### src/rtl/rxfmt_pkg.sv
package rxfmt_pkg;
  localparam int LEN_W     = 12;
  localparam int ACC_BIT   = 12;
  localparam int CMP_BIT   = 13;
  localparam int OK_BIT    = 14;
  localparam int MIN_LEN   = 64;
  localparam int LEN_EXTRA = 8;

  typedef enum logic [1:0] {FMT_COLLECT, FMT_DATA, FMT_CSUM, FMT_STAT} fmtState_t;
  typedef enum logic [1:0] {SEL_DATA, SEL_CSUM, SEL_STAT} wordSel_t;

  typedef struct packed {
    logic     takeByte;
    logic     lastByte;
    logic     dataFire;
    logic     dataDone;
    logic     trailDone;
    logic     enRise;
    wordSel_t sel;
  } fmtStrobe_t;
endpackage

### src/rtl/rxfmt_ctrl.sv
module rxfmt_ctrl
  import rxfmt_pkg::*;
(
  input  logic       clk,
  input  logic       rst_n,
  input  logic       rxEnable,
  input  logic       csumEnable,
  input  logic       inValid,
  input  logic       inLast,
  input  logic       outReady,
  input  logic       lastWord,
  output fmtStrobe_t strobe,
  output logic       inReady,
  output logic       outValid,
  output logic       phaseAck
);
  fmtState_t state, nextState;
  logic      enPrev;
  logic      fire;

  always_comb begin
    strobe        = '0;
    nextState     = state;
    inReady       = 1'b0;
    outValid      = 1'b0;
    strobe.enRise = rxEnable & ~enPrev;
    fire          = rxEnable & outReady;
    case (state)
      FMT_COLLECT: begin
        inReady         = rxEnable;
        strobe.takeByte = inValid & rxEnable;
        strobe.lastByte = inValid & rxEnable & inLast;
        if (strobe.lastByte) nextState = FMT_DATA;
      end
      FMT_DATA: begin
        outValid   = rxEnable;
        strobe.sel = SEL_DATA;
        if (fire) begin
          strobe.dataFire = 1'b1;
          if (lastWord) begin
            strobe.dataDone = 1'b1;
            nextState       = csumEnable ? FMT_CSUM : FMT_STAT;
          end
        end
      end
      FMT_CSUM: begin
        outValid   = rxEnable;
        strobe.sel = SEL_CSUM;
        if (fire) nextState = FMT_STAT;
      end
      FMT_STAT: begin
        outValid   = rxEnable;
        strobe.sel = SEL_STAT;
        if (fire) begin
          strobe.trailDone = 1'b1;
          nextState        = FMT_COLLECT;
        end
      end
      default: nextState = FMT_COLLECT;
    endcase
    phaseAck = strobe.dataDone | strobe.trailDone;
  end

  always_ff @(posedge clk or negedge rst_n) begin
    if (!rst_n) begin
      state  <= FMT_COLLECT;
      enPrev <= 1'b0;
    end else begin
      state  <= nextState;
      enPrev <= rxEnable;
    end
  end
endmodule

### src/rtl/rxfmt_datapath.sv
module rxfmt_datapath
  import rxfmt_pkg::*;
#(
  parameter int MAX_BYTES = 256
) (
  input  logic        clk,
  input  logic        rst_n,
  input  fmtStrobe_t  strobe,
  input  logic [7:0]  inByte,
  input  logic [31:0] checkValue,
  output logic        lastWord,
  output logic [31:0] outWord,
  output logic [31:0] rxStatus,
  output logic [31:0] rxSticky
);
  localparam int CNT_W  = $clog2(MAX_BYTES + 1);
  localparam int IDX_W  = $clog2(MAX_BYTES);
  localparam int POS_W  = CNT_W + 2;
  localparam int WIDX_W = $clog2((MAX_BYTES + 5) / 4 + 1);

  logic [7:0]        frameMem [MAX_BYTES];
  logic [CNT_W-1:0]  byteCount;
  logic [WIDX_W-1:0] wordIdx, numWords;
  logic [31:0]       csumReg, statusNext, stickyNext, dataWord;
  logic [LEN_W-1:0]  lenSum, frameLen;
  logic [15:0]       lenWide;
  logic              roomLeft;

  assign roomLeft = byteCount < CNT_W'(MAX_BYTES);
  assign lenSum   = LEN_W'(byteCount) + LEN_W'(LEN_EXTRA);
  assign frameLen = (lenSum < LEN_W'(MIN_LEN)) ? LEN_W'(MIN_LEN) : lenSum;
  assign lenWide  = 16'(frameLen);
  assign numWords = WIDX_W'((POS_W'(byteCount) + POS_W'(5)) >> 2);
  assign lastWord = (wordIdx == numWords - WIDX_W'(1));

  always_ff @(posedge clk) begin
    if (strobe.takeByte && roomLeft) frameMem[byteCount[IDX_W-1:0]] <= inByte;
  end

  // Each lane picks prefix, stored byte or zero pad by its stream position.
  always_comb begin
    dataWord = '0;
    for (int b = 0; b < 4; b++) begin
      logic [POS_W-1:0] pos, rel;
      pos = (POS_W'(wordIdx) << 2) + POS_W'(b);
      rel = pos - POS_W'(2);
      if (pos == POS_W'(0))      dataWord[8*b +: 8] = lenWide[7:0];
      else if (pos == POS_W'(1)) dataWord[8*b +: 8] = lenWide[15:8];
      else if (rel < POS_W'(byteCount)) dataWord[8*b +: 8] = frameMem[rel[IDX_W-1:0]];
    end
  end

  always_comb begin
    statusNext = rxStatus;
    stickyNext = rxSticky;
    if (strobe.enRise) statusNext[CMP_BIT] = 1'b0;
    if (strobe.dataDone) begin
      statusNext[LEN_W-1:0] = frameLen;
      statusNext[ACC_BIT]   = 1'b1;
      statusNext[CMP_BIT]   = 1'b1;
      stickyNext[CMP_BIT]   = 1'b1;
    end
    if (strobe.trailDone) begin
      statusNext[OK_BIT] = 1'b1;
      stickyNext[OK_BIT] = 1'b1;
    end
  end

  always_comb begin
    case (strobe.sel)
      SEL_CSUM: outWord = csumReg;
      SEL_STAT: outWord = rxStatus | (32'd1 << OK_BIT);
      default:  outWord = dataWord;
    endcase
  end

  always_ff @(posedge clk or negedge rst_n) begin
    if (!rst_n) begin
      byteCount <= '0;
      wordIdx   <= '0;
      csumReg   <= '0;
      rxStatus  <= '0;
      rxSticky  <= '0;
    end else begin
      if (strobe.trailDone) byteCount <= '0;
      else if (strobe.takeByte && roomLeft) byteCount <= byteCount + CNT_W'(1);
      if (strobe.lastByte) csumReg <= checkValue;
      if (strobe.dataDone) wordIdx <= '0;
      else if (strobe.dataFire) wordIdx <= wordIdx + WIDX_W'(1);
      rxStatus <= statusNext;
      rxSticky <= stickyNext;
    end
  end
endmodule

### src/rtl/rx_frame_formatter.sv
module rx_frame_formatter
  import rxfmt_pkg::*;
#(
  parameter int MAX_BYTES = 256
) (
  input  logic        clk,
  input  logic        rst_n,
  input  logic        rxEnable,
  input  logic        csumEnable,
  input  logic [31:0] checkValue,
  input  logic [7:0]  inByte,
  input  logic        inValid,
  input  logic        inLast,
  output logic        inReady,
  output logic [31:0] outWord,
  output logic        outValid,
  input  logic        outReady,
  output logic        phaseAck,
  output logic [31:0] rxStatus,
  output logic [31:0] rxSticky
);
  fmtStrobe_t strobe;
  logic       lastWord;

  rxfmt_ctrl ctrl_i (
    .clk(clk), .rst_n(rst_n), .rxEnable(rxEnable), .csumEnable(csumEnable),
    .inValid(inValid), .inLast(inLast), .outReady(outReady), .lastWord(lastWord),
    .strobe(strobe), .inReady(inReady), .outValid(outValid), .phaseAck(phaseAck)
  );

  rxfmt_datapath #(.MAX_BYTES(MAX_BYTES)) dp_i (
    .clk(clk), .rst_n(rst_n), .strobe(strobe), .inByte(inByte),
    .checkValue(checkValue), .lastWord(lastWord), .outWord(outWord),
    .rxStatus(rxStatus), .rxSticky(rxSticky)
  );
endmodule

### config.mk
export PLATFORM = sky130hd
export DESIGN_NAME = rx_frame_formatter
export DESIGN_NICKNAME = d
export VERILOG_FILES = /design/src/rtl/rxfmt_pkg.sv /design/src/rtl/rxfmt_ctrl.sv /design/src/rtl/rxfmt_datapath.sv /design/src/rtl/rx_frame_formatter.sv
export SDC_FILE = /design/constraint.sdc
export NUM_CORES = 2
export LEC_CHECK = 0
export BUFFER_PORTS_ARGS = -buffer_cell sky130_fd_sc_hd__buf_2
export CORE_UTILIZATION = 40
export DETAILED_ROUTE_END_ITERATION = 6
export GPL_TIMING_DRIVEN = 0
export PLACE_DENSITY_LB_ADDON = 0.3
export SLEW_MARGIN = 20
export SYNTH_ARGS = -nofsm -noshare
export SYNTH_HDL_FRONTEND = slang
export SYNTH_SLANG_ARGS = --single-unit
### constraint.sdc
create_clock -name clk -period 6 [get_ports clk]
set_clock_uncertainty 0.15 [all_clocks]
set_input_delay 1.2 -clock clk [delete_from_list [all_inputs] [get_ports clk]]
set_output_delay 1.2 -clock clk [all_outputs]
set_load 0.02 [all_outputs]
==> results.json <==
{
  "critPathLaunchType": "flop",
  "critPathMaxStageDelay_ns": 0.56,
  "ys_ff_latch": 2112,
  "clock_power_share_pct": 27.9,
  "synth_mux_area_share_pct": 18.7,
  "ant_nets": 0,
  "hold_viol_final": 0,
  "rsz0062_at_grt": "true",
  "grt_pass1_vias": 40900,
  "p_comb_share_pct": 35.3,
  "synth.largest_area_cell": "edfxtp_1",
  "yosysWarnings": 0,
  "synth.top_cell.area_share_pct": 73.8,
  "cts_sinks": 2112,
  "drv_cap": 0,
  "cp.depth": 15,
  "clockBufferDepth": 3,
  "port_buffers": 96,
  "wl_um": 225000,
  "p_int_mw": 30.6,
  "crit_end": "outWord[0]",
  "final_core_util_pct": 46.3,
  "clock.fmax_mhz": 166,
  "status": "finished, violations left",
  "powerDensity_nw_per_um2": 468,
  "syn_inst": 3728,
  "worstHoldPathType": "input pin to asynchronous set/reset pin",
  "cts_tree": "done",
  "grt_max_degree": 128,
  "period_minus_slack_ns": 6.02,
  "critPathMostFrequentCell": "buf_12",
  "violations": "negative setup slack",
  "p_switching_mw": 14.3,
  "nets": 4207,
  "switching_share_pct": 31.9,
  "dp_hpwl_um": 149000,
  "synth_area_um2": 83300,
  "worst_setup_hold_path_clk_slew_ns": 0.06,
  "place.gp.congestion": 0.884,
  "seq_power_share_pct": 36.8,
  "r2r_setup_slack_ns": 0.85,
  "yosysSeqAreaShare_pct": 75.8,
  "antenna_found_initial": 6,
  "worst_skew_pair.late_latency_ns": 0.85,
  "crit_chain": "buf_6, buf_12, buf_12, buf_16, clkinvlp_4, ha_4, buf_12, buf_12, clkbuf_16, mux4_2, mux4_2, mux2_2, o211ai_1, nand2_2, buf_6",
  "core_area_um2": 207000,
  "worstMarginPinSlew_ns": 1.25,
  "grtUsageTotal_pct": 21.4,
  "h-tree-depth": 4,
  "ys_top_cells_by_area": "edfxtp_1 (74%), mux4_2 (18%), dfrtp_1 (1.9%), nor2_1 (1.3%), mux2_2 (0.80%)",
  "nFillCells": 17100,
  "synth_edf_count": 2048,
  "relSlewSlack_pct": 16.6,
  "register_area_um2": 63100,
  "setup_slack_ns": -0.0155,
  "reg2reg_from": "ctrl_i.state[0]",
  "synth_ff_type": "edfxtp_1",
  "setup_tns_ns": -0.0155,
  "num_rows": 167,
  "r2r_end": "dp_i.frameMem[113][0]",
  "yosysMostFrequentCell": "edfxtp_1",
  "synth_top_family_by_area": "multiplexers",
  "die_x_um": 458,
  "start_util_pct": 40.2,
  "path_delay_family": "buffers and inverters",
  "synth_simple_gate_area_share_pct": 2.09,
  "path_class": "flop to output pin",
  "power_leakage_nw": 30.1,
  "arrival_ns": 4.67,
  "synth-xor-area-share_pct": 0.395,
  "setup_violations": 1,
  "peakVddDrop_v": 0.000309,
  "synthAdderAreaFrac_pct": 0.421,
  "drtIter0Drc": 4739,
  "first_pass_iters": 6,
  "drcViolationCount": 0,
  "ys_types": 58,
  "power_mw": 44.9,
  "syn_avg_cell_area_um2": 22.3,
  "vias_per_cell": 5.70,
  "synth_common_cells": "edfxtp_1 (2,048), mux4_2 (652), nor2_1 (296)",
  "synth_compound_area_share_pct": 0.882,
  "multi_input_area_um2": 19300,
  "cts-hold-fix-buffers": 0,
  "endpoint_kind": "output pin",
  "gr-total-overflow": 0,
  "path_max_fanout": 10,
  "grt_pass1_wl_um": 315000,
  "dieArea_um2": 210000,
  "route.detailed.wl_per_inst_um": 31.7,
  "drive_above_1_share_pct": 32.3,
  "die_h_um": 458,
  "slew_violations": 0,
  "cpMaxStageDelayCell": "mux4_2",
  "cts_root_buf": "clkbuf_16",
  "crit_path_start": "dp_i.wordIdx[0]",
  "ios": 146,
  "syn_to_final_growth_pct": 15.1,
  "cp_num_buf_inv": 9,
  "synth-async-reset-ratio_pct": 3.03,
  "vias": 40400,
  "cts_buffers": 205,
  "finalCritPeriodShare_pct": 100,
  "ff2ff_path_depth": 8,
  "required_ns": 4.65
}
area by class of cell:
cell class                      count  area share [%]
Timing Repair Buffer              151            1.45
Inverter                           24           0.108
Clock buffer                      269            5.81
Sequential cell                  2112            65.8
Buffer                            260            2.11
Multi-Input combinational cell   1378            20.1
Antenna cell                        1         0.00261
Tap cell                         2788            3.64
Clock inverter                    103           0.922
power by group through the flow:
stage	sequential [mW]	clock, mW	combinational [mW]
3_3_place_gp	16.9	0	14.2
6_report	16.5	12.5	15.8
5_1_grt	16.5	13.2	16.4
2_1_floorplan	16.8	0	8.85
4_1_cts	16.5	12.7	15.8
3_5_place_dp	16.8	0	14.4
metrics by stage:
stage	worst slack, ns	area (um^2)	hold slack (ns)	std cells
6_report	-0.0155	95900	0.120	7086
2_1_floorplan	0.516	83500	0.292	3776
3_3_place_gp	-3.48	87400	0.304	6660
3_5_place_dp	-3.02	88100	0.319	6681
4_1_cts	0.00205	95800	0.0589	7080
5_1_grt	-0.0318	95900	0.110	7086
what timing repair did:
| item | in CTS | in global routing |
|---|---|---|
| setup buffers | 28 | 5 |
| endpoints found under the hold margin | 0 | 0 |
| gates cloned | 0 | 1 |
| setup endpoints to repair | 33 | 17 |
| pin swaps | 18 | 11 |
| resized for setup | 269 | 17 |
cell families (layout without fill, tap and decap cells):
family / after synthesis / after routing
AOI/OAI and AO/OA: 106 / 106
xor gates and xnor gates: 32 / 32
adders and majority gates: 28 / 28
buffers and inverters: 286 / 807
DFF: 2112 / 2112
muxes: 736 / 736
other: 1 / 50
and+or+nand+nor: 427 / 427
cell usage in the layout (no fill, tap or decap), types with 8 or more instances in the layout:
cell type and instances:
clkbuf_1 107, a21oi_1 15, buf_1 11, a222oi_1 10, a32o_1 8, nor3_1 8, conb_1 49, nand2_1 69
bufinv_16 12, mux2_2 59, dfrtp_1 63, inv_1 19, a21oi_2 9, clkinv_1 43, buf_6 16, edfxtp_1 2048
buf_16 21, buf_2 118, mux4_2 652, xnor2_1 21, ha_1 25, clkbuf_2 17, clkinv_2 33, mux2i_1 19
nand3_1 17, buf_4 122, o211ai_1 9, o21ai_0 14, nor2_1 296, clkbuf_16 217, buf_12 11, clkbuf_8 20
buf_8 12
worst min-delay path by stage:
| stage | from | cells after the start | slack [ns] | endpoint |
|---|---|---|---|---|
| after floorplan | ctrl_i.enPrev | 2 | 0.29 | dp_i.rxStatus[13] |
| after global placement | ctrl_i.enPrev | 2 | 0.30 | dp_i.rxStatus[13] |
| after detailed placement | ctrl_i.enPrev | 2 | 0.32 | dp_i.rxStatus[13] |
| after CTS | rst_n | 1 | 0.06 | ctrl_i.state[1] |
| after global routing | rst_n | 1 | 0.11 | dp_i.csumReg[28] |
| final | rst_n | 1 | 0.12 | ctrl_i.state[0] |
registers in the layout, indices dropped and copies added (netlist names):
| register | flops |
|---|---|
| dp_i.frameMem | 2048 |
| dp_i.csumReg | 32 |
| dp_i.rxStatus | 13 |
| dp_i.byteCount | 9 |
| dp_i.wordIdx | 7 |
| ctrl_i.state | 2 |
| ctrl_i.enPrev | 1 |
per-layer routing:
layer	global-route usage [%]	vias to the layer above	routed length, um
met1	28.6	21900	87800
met2	35.0	1802	110000
met4	9.55	4	10600
met3	3.25	371	15600
li1	-	16300	-
met5	0	-	21
No activity file was read; power rests on OpenSTA's default activity.
